### config.mk
export PLATFORM = sky130hd
export DESIGN_NAME = trie_node_lookup
export DESIGN_NICKNAME = d
export VERILOG_FILES = /design/src/rtl/trie_node_pkg.sv /design/src/rtl/trie_cand_select.sv /design/src/rtl/trie_rank_count.sv /design/src/rtl/trie_out_reg.sv /design/src/rtl/trie_node_lookup.sv
export SDC_FILE = /design/constraint.sdc
export NUM_CORES = 1
export LEC_CHECK = 0
export ABC_AREA = 1
export BUFFER_PORTS_ARGS = -buffer_cell sky130_fd_sc_hd__buf_2
export CELL_PAD_IN_SITES_DETAIL_PLACEMENT = 0
export CELL_PAD_IN_SITES_GLOBAL_PLACEMENT = 1
export CORE_MARGIN = 10
export CORE_UTILIZATION = 30
export DETAILED_ROUTE_END_ITERATION = 8
export PLACE_DENSITY_LB_ADDON = 0.2
export SYNTH_ARGS = -nofsm -noshare
export SYNTH_HDL_FRONTEND = slang
export SYNTH_SLANG_ARGS = --single-unit
### constraint.sdc
create_clock -name clk -period 11.5 [get_ports clk]
set_input_delay 0.575 -clock clk [delete_from_list [all_inputs] [get_ports clk]]
set_output_delay 0.575 -clock clk [all_outputs]
set_load 0.02 [all_outputs]
### src/rtl/trie_node_pkg.sv
package trie_node_pkg;

  // Number of internal prefix positions in a node of the given stride.
  function automatic int node_positions(input int stride);
    return (1 << stride) - 1;
  endfunction

  // First breadth-first position used by prefixes of length len.
  function automatic int level_offset(input int len);
    return (1 << len) - 1;
  endfunction

endpackage

### src/rtl/trie_cand_select.sv
module trie_cand_select
  import trie_node_pkg::*;
#(
  parameter int STRIDE = 3,
  parameter int NPOS   = node_positions(STRIDE),
  parameter int POS_W  = $clog2(NPOS)
) (
  input  logic [NPOS-1:0]   bitmap,
  input  logic [STRIDE-1:0] addr_bits,
  output logic              found,
  output logic [POS_W-1:0]  match_pos
);

  logic [POS_W-1:0] cand_pos [STRIDE];
  logic [STRIDE-1:0] cand_hit;

  // One candidate position per prefix length 0 .. STRIDE-1
  for (genvar len = 0; len < STRIDE; len++) begin : g_level
    always_comb begin
      cand_pos[len] = POS_W'(level_offset(len))
                    + POS_W'({1'b0, addr_bits} >> (STRIDE - len));
      cand_hit[len] = bitmap[cand_pos[len]];
    end
  end

  // Longer prefixes override shorter ones
  always_comb begin
    found     = 1'b0;
    match_pos = '0;
    for (int len = 0; len < STRIDE; len++) begin
      if (cand_hit[len]) begin
        found     = 1'b1;
        match_pos = cand_pos[len];
      end
    end
  end

endmodule

### src/rtl/trie_rank_count.sv
module trie_rank_count #(
  parameter int NPOS  = 7,
  parameter int POS_W = $clog2(NPOS),
  parameter int CNT_W = $clog2(NPOS + 1)
) (
  input  logic [NPOS-1:0]  bitmap,
  input  logic [POS_W-1:0] pos,
  output logic [CNT_W-1:0] rank
);

  logic [NPOS-1:0] below;

  for (genvar i = 0; i < NPOS; i++) begin : g_mask
    assign below[i] = bitmap[i] && (POS_W'(i) < pos);
  end

  always_comb begin
    rank = '0;
    for (int i = 0; i < NPOS; i++) begin
      rank = rank + CNT_W'(below[i]);
    end
  end

endmodule

### src/rtl/trie_out_reg.sv
module trie_out_reg #(
  parameter int BASE_W = 8
) (
  input  logic              clk,
  input  logic              rst,
  input  logic              load,
  input  logic              hit_d,
  input  logic [BASE_W-1:0] addr_d,
  output logic              valid_q,
  output logic              hit_q,
  output logic [BASE_W-1:0] addr_q
);

  always_ff @(posedge clk) begin
    if (rst) begin
      valid_q <= 1'b0;
      hit_q   <= 1'b0;
      addr_q  <= '0;
    end else begin
      valid_q <= load;
      if (load) begin
        hit_q  <= hit_d;
        addr_q <= addr_d;
      end
    end
  end

endmodule

### src/rtl/trie_node_lookup.sv
module trie_node_lookup
  import trie_node_pkg::*;
#(
  parameter int STRIDE = 3,
  parameter int BASE_W = 8,
  localparam int NPOS  = node_positions(STRIDE),
  localparam int POS_W = $clog2(NPOS),
  localparam int CNT_W = $clog2(NPOS + 1)
) (
  input  logic              clk,
  input  logic              rst,
  input  logic              lookup_valid,
  input  logic [NPOS-1:0]   node_bitmap,
  input  logic [BASE_W-1:0] node_base,
  input  logic [STRIDE-1:0] addr_bits,
  output logic              hit_now,
  output logic [BASE_W-1:0] nh_addr_now,
  output logic              res_valid,
  output logic              res_hit,
  output logic [BASE_W-1:0] res_nh_addr
);

  logic [POS_W-1:0] match_pos;
  logic [CNT_W-1:0] rank;

  trie_cand_select #(
    .STRIDE (STRIDE),
    .NPOS   (NPOS),
    .POS_W  (POS_W)
  ) u_select (
    .bitmap    (node_bitmap),
    .addr_bits (addr_bits),
    .found     (hit_now),
    .match_pos (match_pos)
  );

  trie_rank_count #(
    .NPOS  (NPOS),
    .POS_W (POS_W),
    .CNT_W (CNT_W)
  ) u_rank (
    .bitmap (node_bitmap),
    .pos    (match_pos),
    .rank   (rank)
  );

  // Packed list: base plus rank, wrapping at the index width
  assign nh_addr_now = hit_now ? (node_base + BASE_W'(rank)) : '0;

  trie_out_reg #(
    .BASE_W (BASE_W)
  ) u_oreg (
    .clk     (clk),
    .rst     (rst),
    .load    (lookup_valid),
    .hit_d   (hit_now),
    .addr_d  (nh_addr_now),
    .valid_q (res_valid),
    .hit_q   (res_hit),
    .addr_q  (res_nh_addr)
  );

endmodule

* After elaboration in Yosys (flattened, before gate mapping) *
Index checks and enable logic that the tools add are counted.

word-level totals
  register bits after elaboration = 10
  bits in latches = 0
  memory bits (writable) = 0
  bits in read-only memories = 0
  input port bits = 21
  output and inout port bits = 19
  word-level logic and storage cells = 38
  memories = 0

operators by class
  add/sub/neg operators = 9
  multiply operators = 0
  divide/modulo/power cells = 0
  magnitude comparators = 9
  equal/unequal tests = 0
  shift operators = 0
  muxes and demuxes = 10
  bitwise operators = 0
  reduce and logical (&&, ||, !) cells = 7

operators by type and width
  kind                   count
  $add A3 B1 Y3          5
  $lt A3 B3 Y1 const A   3
  $add A8 B3 Y8          1
  $lt A3 B4 Y1 const B   2
  $mux W8                1
  $logic_and A1 B1 Y1    7
  $bmux W1 S3            2
  $lt A1 B3 Y1 const A   2
  $lt A2 B3 Y1 const A   2
  $mux W1                5
  $add A2 B2 Y3 const A  1
  $mux W3                1
  $add A1 B1 Y2          1
  $add A1 B1 Y2 const A  1
  $mux W2                1

* Longest topological paths before layout *
  word-level depth = 15
  depth in mapped cells = 29
  mapped depth without buffers = 29

* Modules after synthesis *
Synthesis repeated with hierarchy kept, for this count alone.

second synthesis, totals
  cell total of the unflattened synthesis = 165
  area total of the unflattened synthesis = 988.4 um^2

by module, submodules not included
  module            times used  cells each  area each (um^2)  seq. area each (um^2)
  trie_out_reg      1           60          411.6             200.2
  trie_node_lookup  1           45          232.7             0.0
  trie_rank_count   1           26          186.4             0.0
  trie_cand_select  1           34          157.7             0.0

* Worst setup path before layout *
No wires, ideal clock.

  path kind = input to output
  from = input port addr_bits[1]
  to = output port nh_addr_now[5]
  arrival time = 4678 ps
  required time = 10925 ps
  slack = 6247 ps
  stages = 28
  path buffers = 0
  cell sequence = inv_2 ha_1 inv_2 nand2_1 nand3_1 nand2_2 nand2_4 nand2_2 nand2_1 nand3_1 nor2_1 nor2_1 ha_1 inv_1 fa_1 fa_1 inv_1 ha_1 fa_1 xor2_1 ha_1 nand3_1 nand3_1 nand2_1 xor2_1 inv_1 nand2_1 inv_1

between the ends
  longest elaborated chain between the ends = 14
  elaborated cells between the ends (all ways) = 27
  those cells by class = add/sub: 8; order compare: 7; mux: 5; reduce/logical: 7

RTL lines
  what                           RTL line                source
  start, declared                trie_node_lookup.sv:15  input logic [STRIDE-1:0] addr_bits,
  $add A2 B2 Y3 *                trie_cand_select.sv:21  + POS_W'({1'b0, addr_bits} >> (STRIDE - len));
  $bmux W1 S3                    trie_cand_select.sv:22  cand_hit[len] = bitmap[cand_pos[len]];
  $mux W1 (not written as such)  trie_cand_select.sv:22
  $mux W3                        trie_cand_select.sv:31  if (cand_hit[len]) begin
  $lt A1 B3 Y1                   trie_rank_count.sv:14   assign below[i] = bitmap[i] && (POS_W'(i) < pos);
  $logic_and A1 B1 Y1            trie_rank_count.sv:14
  $add A1 B1 Y2                  trie_rank_count.sv:20   rank = rank + CNT_W'(below[i]);
  $add A3 B1 Y3 (5 in series)    trie_rank_count.sv:20
  $add A8 B3 Y8                  trie_node_lookup.sv:48  assign nh_addr_now = hit_now ? (node_base + BASE_W'(rank)) : '0;
  $mux W8 *                      trie_node_lookup.sv:48
  end, declared                  trie_node_lookup.sv:17  output logic [BASE_W-1:0] nh_addr_now,

Mark *: on every way between the ends. The rest lies on a longest branch, timed or not. The select of a mux whose other input is x is not followed.

* Worst setup path in the final report *
Same ends and word-level chain as after synthesis.

==> out/results.tsv <==
metric	value	unit
outcome	complete, no violations	
hold_depth	2	
floorplan.core_area	2830	um^2
power.density_cell_area	146	nW/um^2
globalRoute.busiestLayer	met2	
hold_buffers	0	
nNetsFinal	212	
totalNegativeSetupSlack	0	ns
grt.met1_usage	0.104	
synth.cells.most_frequent	32 x sky130_fd_sc_hd__nand2_1, 30 x sky130_fd_sc_hd__inv_1, 12 x sky130_fd_sc_hd__nand3_1	
worst_setup_path_start_kind	input port	
synth.mux.area_fraction	0	
die_span_y	75.3	um
ys_seq_elements	10	
routed_wirelength	2360	um
critPathTopFamily	adder cells	
synth-edff-count	0	
synth_top_area_share	0.219	
grt_max_degree	17	
groute.layer.met3.usage	0.0184	
fin_crit	5.73	ns
chipWidth	75.3	um
yosysSeqAreaShare	0.219	
dr.first_iter.drc_count	43	
tritoncts	built	
count_of_synthesis_stage_warnings_from_yosys	0	
cts.root.buffer_cell	sky130_fd_sc_hd__clkbuf_4	
grt_first_pass_wirelength	3890	um
reg2reg_depth	4	
drt_pre_antenna_iters	4	
wp_data_arrival	5.15	ns
layout-drive-gt1-share	0.285	
min_path_type	flop to flop	
vias_per_cell	4.38	
hpwl	2130	um
synth_top_cells_by_area	sky130_fd_sc_hd__dfxtp_1 22%, sky130_fd_sc_hd__nand2_1 13%, sky130_fd_sc_hd__inv_1 12%, sky130_fd_sc_hd__ha_1 9.6%, sky130_fd_sc_hd__fa_1 8.7%	
worst-path-max-fanout	8	
min_period_over_period	0.498	
synthArstFlopShare	0	
synthMostInstantiatedCell	sky130_fd_sc_hd__nand2_1	
worstPathBufferInverterCount	8	
yosys.area_share.simple	0.298	
finalCoreUtilization	0.416	
final_hold_fails	0	
ant_nets	0	
synth_top_cell_by_area	sky130_fd_sc_hd__dfxtp_1	
grt_antenna_before_repair	0	
drcViolationCount	0	
syn_to_final_growth	28.6	%
synthesis.area	916	um^2
timing.max_cap.violations	0	
post-place-ws	5.73	ns
worst_path_largest_cell_delay	0.54	ns
rows	19	
synthesis.area_per_instance	6.64	um^2
design.die.area	5660	um^2
boundaryPins	40	
synth_top_flop_cell	sky130_fd_sc_hd__dfxtp_1	
finalWeightedCongestion	0.815	
final_critical_path_setup_slack	5.77	ns
numClockSinks	10	
port_buffers	38	
critical_path_cell_count	30	
fin_worst_skew	0	ns
report.power.total	0.000171	W
global_route.usage.met2	0.146	
slowest_stage	sky130_fd_sc_hd__fa_1	
syn_nets	170	
grt_remaining_overflow	0	
cts_setup_buffers	0	
synth.lib_cells_used.distinct	21	
grtUsageTotal	0.0873	
highest_clock_rate	175	MHz
wire_per_inst	11.2	um
crit_end_category	output pin	
required	10.93	ns
whs	0.477	ns
floorplan.initialDensity	0.324	
n_antenna_cell	0	
max-clock-path-buffers	2	
path_clk_slew	0.06	ns
synth_compound_gate_area_share	0.0902	
cts.repair.resized	0	
cts_htree_levels	1	
p_leak	0.744	nW
via_count_of_the_first_global_routing_pass	871	
synth-xor-area-share	0.0669	
post_synth_inst_count	138	
post_synth_fa_ha_maj_area_fraction	0.183	
vias	920	
cts_made_buffers	3	
report.final.setup_viol	0	
grt_setup_unrepaired	no	
vdd_drop_max	0.0557	mV
timing_worst_setup_path_type	input port to output pin	
clock_latency_on_the_worst_skew_pair	0.26	ns
slew_violations	0	
synth_top_family_by_area	simple AND/OR/NAND/NOR gates	
n_fill_cell	320	
==> through the flow <==
| step | instances | cell area, um^2 |
|---|---|---|
| global placement | 206 | 1140 |
| finish | 210 | 1180 |
| detailed placement | 206 | 1140 |
| floorplan | 138 | 916 |
| global route | 210 | 1180 |
| CTS | 210 | 1180 |
==> registers in the layout (all words and copies together), names as in the netlist <==
| signal | flops |
|---|---|
| u_oreg.addr_q | 8 |
| u_oreg.hit_q | 1 |
| u_oreg.valid_q | 1 |
==> per-layer routing <==
layer	vias up	part of all wire
li1	503	-
met2	24	0.47
met1	391	0.45
met4	0	0.011
met3	2	0.067
met5	-	0
==> power breakdown <==
part	leakage [nW]	total (W)	switching [W]	internal [W]
Combinational	0.640	0.000100	0.0000644	0.0000360
Sequential	0.0831	0.0000403	0.00000161	0.0000387
Clock	0.0210	0.0000308	0.0000116	0.0000192
==> layout by cell type, fill, tap and decap left out, drive strengths merged <==
master  count
buf        38
nand2      36
inv        33
nand3      14
dfxtp      10
nor2        8
o21ai       8
a21oi       7
ha          7
xor2        5
fa          4
clkbuf      4
xnor2       2
nor3        1
o211ai      1
conb        1
==> path summary, 6_finish.rpt <==
kind                    startpoint               end  slack (ns)
setup / recovery      addr_bits[1]    nh_addr_now[5]        5.77
hold / removal    u_oreg.addr_q[6]  u_oreg.addr_q[6]        0.48
setup reg to reg      u_oreg.hit_q      u_oreg.hit_q       10.86
hold reg to reg   u_oreg.addr_q[6]  u_oreg.addr_q[6]        0.48
==> kinds of logic after synthesis <==
group	count (synthesis)
xor gates and xnor gates	7
other	1
DFF	10
adders and majority gates	11
buffers and inverters	34
AOI/OAI and AO/OA	16
and+or+nand+nor	59
==> layout make-up <==
cell class              count  area [um^2]  area share
repair buffers             38          190       0.162
well taps                  31         38.8      0.0329
flip-flops and latches     10          200       0.170
multi-input cells          94          588       0.499
clock buffers               4         36.3      0.0308
inverters                  33          124       0.105
==> tightest hold or removal path, delay by kind of cell, from the launching register on <==
kind             cells  cell delay, ns
AND/OR/NAND/NOR      2            0.13
flip-flops           1            0.31
(Power assumes the default switching activity.)
